**src/rtl/pcinc_pkg.sv**
```systemverilog
// Package pcinc_pkg
// Shared types for the PC step unit.
// Assumes the decode stage supplies both length flags together.
package pcinc_pkg;

    // Decode flags that set the instruction length
    typedef struct packed {
        logic reg_byte;    // one register-specifier byte follows
        logic const_word;  // one four-byte constant follows
    } len_flags_t;

    localparam int unsigned BASE_BYTES  = 1;
    localparam int unsigned REG_BYTES   = 1;
    localparam int unsigned CONST_BYTES = 4;

endpackage

```
**src/rtl/pcinc_len_enc.sv**
```systemverilog
// Module pcinc_len_enc
// Turns the decode flags into an instruction length in bytes.
// Assumes LOW_W is wide enough to hold the largest length (6 needs 3 bits).
module pcinc_len_enc
    import pcinc_pkg::*;
#(
    parameter int unsigned LOW_W = 3
) (
    input  len_flags_t       flags,
    output logic [LOW_W-1:0] len
);

    // Sum the base byte and the optional trailing fields
    always_comb begin
        len = LOW_W'(BASE_BYTES);
        if (flags.reg_byte)   len = len + LOW_W'(REG_BYTES);
        if (flags.const_word) len = len + LOW_W'(CONST_BYTES);
    end

endmodule

```
**src/rtl/pcinc_low_add.sv**
```systemverilog
// Module pcinc_low_add
// Narrow adder for the low field of the PC. It reports the carry out.
// Assumes both operands share the width LOW_W.
module pcinc_low_add #(
    parameter int unsigned LOW_W = 3
) (
    input  logic [LOW_W-1:0] a,
    input  logic [LOW_W-1:0] b,
    output logic [LOW_W-1:0] sum,
    output logic             carry
);

    // Add with one extra bit so the overflow shows as the carry
    always_comb begin
        {carry, sum} = {1'b0, a} + {1'b0, b};
    end

endmodule

```
**src/rtl/pcinc_hi_inc.sv**
```systemverilog
// Module pcinc_hi_inc
// Speculative incrementer for the upper PC field. It uses only the PC, so
// it runs in parallel with the length decode. Built as a ripple of
// half-adders produced by generate. Assumes HI_W >= 1.
module pcinc_hi_inc #(
    parameter int unsigned HI_W = 29
) (
    input  logic [HI_W-1:0] hi,
    output logic [HI_W-1:0] hi_plus1
);

    logic [HI_W:0] cy;

    assign cy[0] = 1'b1;

    // One half-adder per bit of the upper field
    for (genvar i = 0; i < HI_W; i++) begin : g_bit
        assign hi_plus1[i] = hi[i] ^ cy[i];
        assign cy[i+1]     = hi[i] & cy[i];
    end

endmodule

```
**src/rtl/pcinc_hi_sel.sv**
```systemverilog
// Module pcinc_hi_sel
// Late 2:1 select of the upper field, driven by the low-adder carry.
// Assumes both candidates are valid when the carry settles.
module pcinc_hi_sel #(
    parameter int unsigned HI_W = 29
) (
    input  logic            carry,
    input  logic [HI_W-1:0] hi_same,
    input  logic [HI_W-1:0] hi_plus1,
    output logic [HI_W-1:0] hi_out
);

    // Carry picks the incremented copy, otherwise pass the original
    always_comb begin
        hi_out = carry ? hi_plus1 : hi_same;
    end

endmodule

```
**src/rtl/pc_step_unit.sv**
```systemverilog
// Module pc_step_unit
// Sequential next-PC unit. A combinational split-carry path feeds a
// one-stage output register.
// Assumes ADDR_W > LOW_W and that the largest length fits in LOW_W bits.
module pc_step_unit
    import pcinc_pkg::*;
#(
    parameter int unsigned ADDR_W = 32,
    parameter int unsigned LOW_W  = 3
) (
    input  logic              clk,
    input  logic              rst_n,
    input  logic              in_valid,
    input  logic [ADDR_W-1:0] pc_in,
    input  logic              has_reg_byte,
    input  logic              has_const_word,
    output logic              out_valid,
    output logic [ADDR_W-1:0] next_pc
);

    localparam int unsigned HI_W = ADDR_W - LOW_W;

    len_flags_t       flags;
    logic [LOW_W-1:0] len;
    logic [LOW_W-1:0] low_sum;
    logic             low_carry;
    logic [HI_W-1:0]  hi_plus1;
    logic [HI_W-1:0]  hi_res;

    assign flags.reg_byte   = has_reg_byte;
    assign flags.const_word = has_const_word;

    pcinc_len_enc #(.LOW_W(LOW_W)) u_len (
        .flags (flags),
        .len   (len)
    );

    pcinc_low_add #(.LOW_W(LOW_W)) u_low (
        .a     (pc_in[LOW_W-1:0]),
        .b     (len),
        .sum   (low_sum),
        .carry (low_carry)
    );

    pcinc_hi_inc #(.HI_W(HI_W)) u_inc (
        .hi       (pc_in[ADDR_W-1:LOW_W]),
        .hi_plus1 (hi_plus1)
    );

    pcinc_hi_sel #(.HI_W(HI_W)) u_sel (
        .carry    (low_carry),
        .hi_same  (pc_in[ADDR_W-1:LOW_W]),
        .hi_plus1 (hi_plus1),
        .hi_out   (hi_res)
    );

    // Register the result and its valid flag; hold the value when idle
    always_ff @(posedge clk) begin
        if (!rst_n) begin
            out_valid <= 1'b0;
            next_pc   <= '0;
        end else begin
            out_valid <= in_valid;
            if (in_valid) next_pc <= {hi_res, low_sum};
        end
    end

    AST_LEN_LEGAL: assert property (@(posedge clk) disable iff (!rst_n)
        in_valid |-> (len == LOW_W'(1) || len == LOW_W'(2) ||
                      len == LOW_W'(5) || len == LOW_W'(6)));

    AST_LOW_FIELD: assert property (@(posedge clk) disable iff (!rst_n)
        in_valid |=> next_pc[LOW_W-1:0] ==
                     LOW_W'($past(pc_in[LOW_W-1:0]) + $past(len)));

    AST_HI_KEEP: assert property (@(posedge clk) disable iff (!rst_n)
        (in_valid && !low_carry) |=>
            next_pc[ADDR_W-1:LOW_W] == $past(pc_in[ADDR_W-1:LOW_W]));

    AST_HI_STEP: assert property (@(posedge clk) disable iff (!rst_n)
        (in_valid && low_carry) |=>
            next_pc[ADDR_W-1:LOW_W] == HI_W'($past(pc_in[ADDR_W-1:LOW_W]) + 1'b1));

    AST_HI_WRAP: assert property (@(posedge clk) disable iff (!rst_n)
        (in_valid && low_carry && (&pc_in[ADDR_W-1:LOW_W])) |=>
            next_pc[ADDR_W-1:LOW_W] == '0);

    AST_VALID_RISE: assert property (@(posedge clk) disable iff (!rst_n)
        in_valid |=> out_valid);

    AST_VALID_IDLE: assert property (@(posedge clk) disable iff (!rst_n)
        !in_valid |=> !out_valid);

    AST_HOLD_IDLE: assert property (@(posedge clk) disable iff (!rst_n)
        !in_valid |=> $stable(next_pc));

    AST_FULL_SUM: assert property (@(posedge clk) disable iff (!rst_n)
        in_valid |=> next_pc == ADDR_W'($past(pc_in) + ADDR_W'($past(len))));

endmodule

```
**config.mk**
```make
export PLATFORM = sky130hd
export DESIGN_NAME = pc_step_unit
export DESIGN_NICKNAME = d
export VERILOG_FILES = /design/src/rtl/pcinc_pkg.sv /design/src/rtl/pcinc_len_enc.sv /design/src/rtl/pcinc_low_add.sv /design/src/rtl/pcinc_hi_inc.sv /design/src/rtl/pcinc_hi_sel.sv /design/src/rtl/pc_step_unit.sv
export SDC_FILE = /design/constraint.sdc
export NUM_CORES = 1
export LEC_CHECK = 0
export BUFFER_PORTS_ARGS = -buffer_cell sky130_fd_sc_hd__buf_4
export CAP_MARGIN = 20
export CORE_MARGIN = 5
export CORE_UTILIZATION = 40
export DETAILED_ROUTE_END_ITERATION = 10
export PLACE_DENSITY = 0.67
export SLEW_MARGIN = 0
export SYNTH_ARGS = -nofsm -noshare
export SYNTH_HDL_FRONTEND = slang
export SYNTH_SLANG_ARGS = --single-unit
```
**constraint.sdc**
```tcl
create_clock -name clk -period 8.32 [get_ports clk]
set_input_delay 1.248 -clock clk [delete_from_list [all_inputs] [get_ports clk]]
set_output_delay 1.248 -clock clk [all_outputs]
set_load 0.005 [all_outputs]
```
==> flow_summary.json <==
{
  "seqCellArea_um2": 660.6,
  "area_delta_synth_final_pct": 26.80,
  "power_switching_share_pct": 28.67,
  "fp.dieW_um": 80.01,
  "max_freq_mhz": 154.6,
  "power_frac_comb_pct": 24.1,
  "synth_cells": 218,
  "cp_num_buf_inv": 1,
  "synthAdderAreaFrac_pct": 20.17,
  "p_int_w": 0.0002751,
  "slew_headroom_pct": 27.01,
  "n_antenna_cell": 0,
  "worstSetupEndpointType": "flop",
  "crit_family": "adder cells",
  "reg2reg_slack_ns": 7.65,
  "grt_pass1_vias": 1618,
  "leakage_nw": 1.132,
  "io_pins": 70,
  "multi_input_area_um2": 1132,
  "crit_end": "next_pc[31]",
  "vias": 1779,
  "post-route-drc-count": 0,
  "yosysUniqueCellTypes": 27,
  "coreArea_um2": 4755,
  "seqPwrFrac_pct": 46.0,
  "path_depth": 31,
  "peakVddDrop_mv": 0.07461,
  "crit_arrival_ns": 6.68,
  "cts.sinks": 33,
  "required_ns": 8.53,
  "fin_worst_skew_ns": 0,
  "num_rows": 25,
  "ant_nets": 0,
  "numCtsBuffers": 5,
  "synth_mux_area_share_pct": 1.021,
  "postCtsResizedCells": 0,
  "synth_compound_area_share_pct": 26.36,
  "clock_latency_ns": 0.28,
  "drive_above_1_share_pct": 27.84,
  "power.share.clock_pct": 29.9,
  "nNetsFinal": 340,
  "startpoint": "pc_in[3]",
  "drt_iter0_drc": 122,
  "synth_top_family_by_area": "compound AO/OA/AOI/OAI gates",
  "p_per_area_nw_per_um2": 155.2,
  "place.gp.congestion": 0.7625,
  "wl_um": 4852,
  "hpwl_um": 3200,
  "syn_area_um2": 1961,
  "n_fill_cell": 490,
  "cts-root-buf": "clkbuf_8",
  "grt-ovfl-total": 0,
  "grt_pass1_wl_um": 7734,
  "gr-usage-all-layers_pct": 15.15,
  "r2r-start": "next_pc[3]",
  "numPortBuffers": 69,
  "finalMaxSlewViolations": 0,
  "path_max_fanout": 3,
  "die_y_um": 80.01,
  "cts_hold_buf": 0,
  "yosys.area_share.simple_pct": 9.636,
  "cts_setup_buffers": 0,
  "rsz0062_at_grt": "no",
  "pre_cts_slack_ns": 1.602,
  "clk_pin_slew_worst_paths_ns": 0.07,
  "critical_path_class": "input port to flop",
  "tns_ns": 0,
  "synth.avg_cell_area_um2": 8.994,
  "dieArea_um2": 6402,
  "drt-vias-per-instance": 5.232,
  "fin_crit_sh_pct": 77.77,
  "synth_seq_cells": 33,
  "antenna_found_initial": 0,
  "grt_max_degree": 65,
  "synthXorXnorAreaFrac_pct": 0.4467,
  "reg2regPathDepth": 2,
  "drv_cap": 0,
  "max_stage_delay_ns": 0.20,
  "p_sw_w": 0.0001106,
  "status": "completed",
  "critPathLaunchType": "input port",
  "dr.pass1.iters": 4,
  "yosys_warnings": 0,
  "reg2reg_to": "next_pc[3]",
  "htree_num_levels": 2,
  "cp_common_cell": "ha_1",
  "setup_viol": 0,
  "initial_core_util_pct": 41.24,
  "clockBufferDepth": 2,
  "finalCriticalPeriod_ns": 6.470,
  "fin_ws_ns": 1.850,
  "tightest_slew_ns": 1.091,
  "ys_seq_area_share_pct": 33.69,
  "syn-num-nets": 286,
  "cts_tree": "done",
  "timing.final.hold_violations": 0,
  "slowest_stage": "a31oi_1",
  "hold_class": "flop to flop",
  "route.detailed.wl_per_inst_um": 14.27
}
## how the worst min path moves through the flow
stage                      from           to  cells after the start
global placement     next_pc[1]   next_pc[1]                      1
global route        next_pc[16]  next_pc[16]                      2
floorplan            next_pc[1]   next_pc[1]                      1
detailed placement   next_pc[1]   next_pc[1]                      1
CTS                  next_pc[1]   next_pc[1]                      1
finish               next_pc[1]   next_pc[1]                      1
## power groups by stage
stage / sequential (W) / combinational, W / clock (W)
2_1_floorplan: 0.000181 / 0.0000569 / 0
3_3_place_gp: 0.000181 / 0.0000933 / 0
3_5_place_dp: 0.000181 / 0.0000938 / 0
4_1_cts: 0.000178 / 0.0000940 / 0.000121
5_1_grt: 0.000179 / 0.000105 / 0.000128
6_report: 0.000178 / 0.0000929 / 0.000115
## per-stage QoR
step / hold slack, ns / total power [W] / util [%] / area [µm²] / instances
final: 0.5081 / 0.0003857 / 52.29 / 2486 / 340
after CTS: 0.5086 / 0.0003927 / 52.29 / 2486 / 340
after floorplan: 0.4766 / 0.0002384 / - / 1961 / 218
after global routing: 0.5428 / 0.0004120 / 52.29 / 2486 / 340
after global placement: 0.4896 / 0.0002743 / 50.61 / 2406 / 332
after detailed placement: 0.4820 / 0.0002749 / 50.61 / 2406 / 332
## final cells by class
type	count	area share, %
repair buffers	69	20.84
multi-input cells	160	45.55
flip-flops and latches	33	26.57
clock buffers	8	3.221
inverters	3	0.4529
well taps	67	3.372
## cells in the mapped netlist
| library cell | count | area (µm²) |
|---|---|---|
| a211o_1 | 1 | 8.760 |
| a211oi_4 | 1 | 20.02 |
| a31oi_1 | 28 | 175.2 |
| and2_1 | 1 | 6.260 |
| buf_2 | 1 | 5.000 |
| buf_4 | 1 | 7.510 |
| buf_6 | 9 | 101.4 |
| clkbuf_1 | 10 | 37.54 |
| clkbuf_4 | 1 | 7.510 |
| dfxtp_1 | 33 | 660.6 |
| fa_1 | 1 | 20.02 |
| ha_1 | 30 | 375.4 |
| inv_1 | 3 | 11.26 |
| mux2i_1 | 2 | 20.02 |
| nand2_1 | 1 | 3.750 |
| nand3_1 | 27 | 135.1 |
| nand3b_1 | 2 | 15.01 |
| nor2_1 | 1 | 3.750 |
| nor2b_1 | 2 | 12.51 |
| o2111ai_1 | 1 | 8.760 |
| o211a_1 | 1 | 10.01 |
| o21ai_0 | 53 | 265.3 |
| o21ai_1 | 4 | 20.02 |
| o311ai_0 | 1 | 8.760 |
| or2_1 | 1 | 6.260 |
| or3_1 | 1 | 6.260 |
| xnor2_1 | 1 | 8.760 |
## per-layer routing
metal	global-route usage, %	share of wire, %	vias to the layer above
li1	-	-	928
met1	21.49	51	792
met2	21.94	42	54
met3	4.515	6.8	5
met4	4.392	1.1	0
met5	0	0	-
## cells by family after synthesis
logic type,count (synthesis)
DFF,33
muxes,2
buffers and inverters,25
adders and majority gates,31
xor gates and xnor gates,1
AOI/OAI and AO/OA,90
and+or+nand+nor,36
## flip-flops by register name (all words and copies together) (netlist names)
register and cells:
out_valid 1, next_pc 32
## layout by cell type, fill, tap and decap left out, types with 2 or more instances in the layout
master    netlist  layout
dfxtp_1        33      33
ha_1           30      30
clkbuf_8        0       5
nand3_1        27      27
clkbuf_1       10       3
nand3b_1        2       2
mux2i_1         2       2
nor2b_1         2       2
o21ai_0        53      53
inv_1           3       3
buf_4           1      69
a31oi_1        28      28
o21ai_1         4       4
Note: power is estimated with default switching activity, not from simulation.
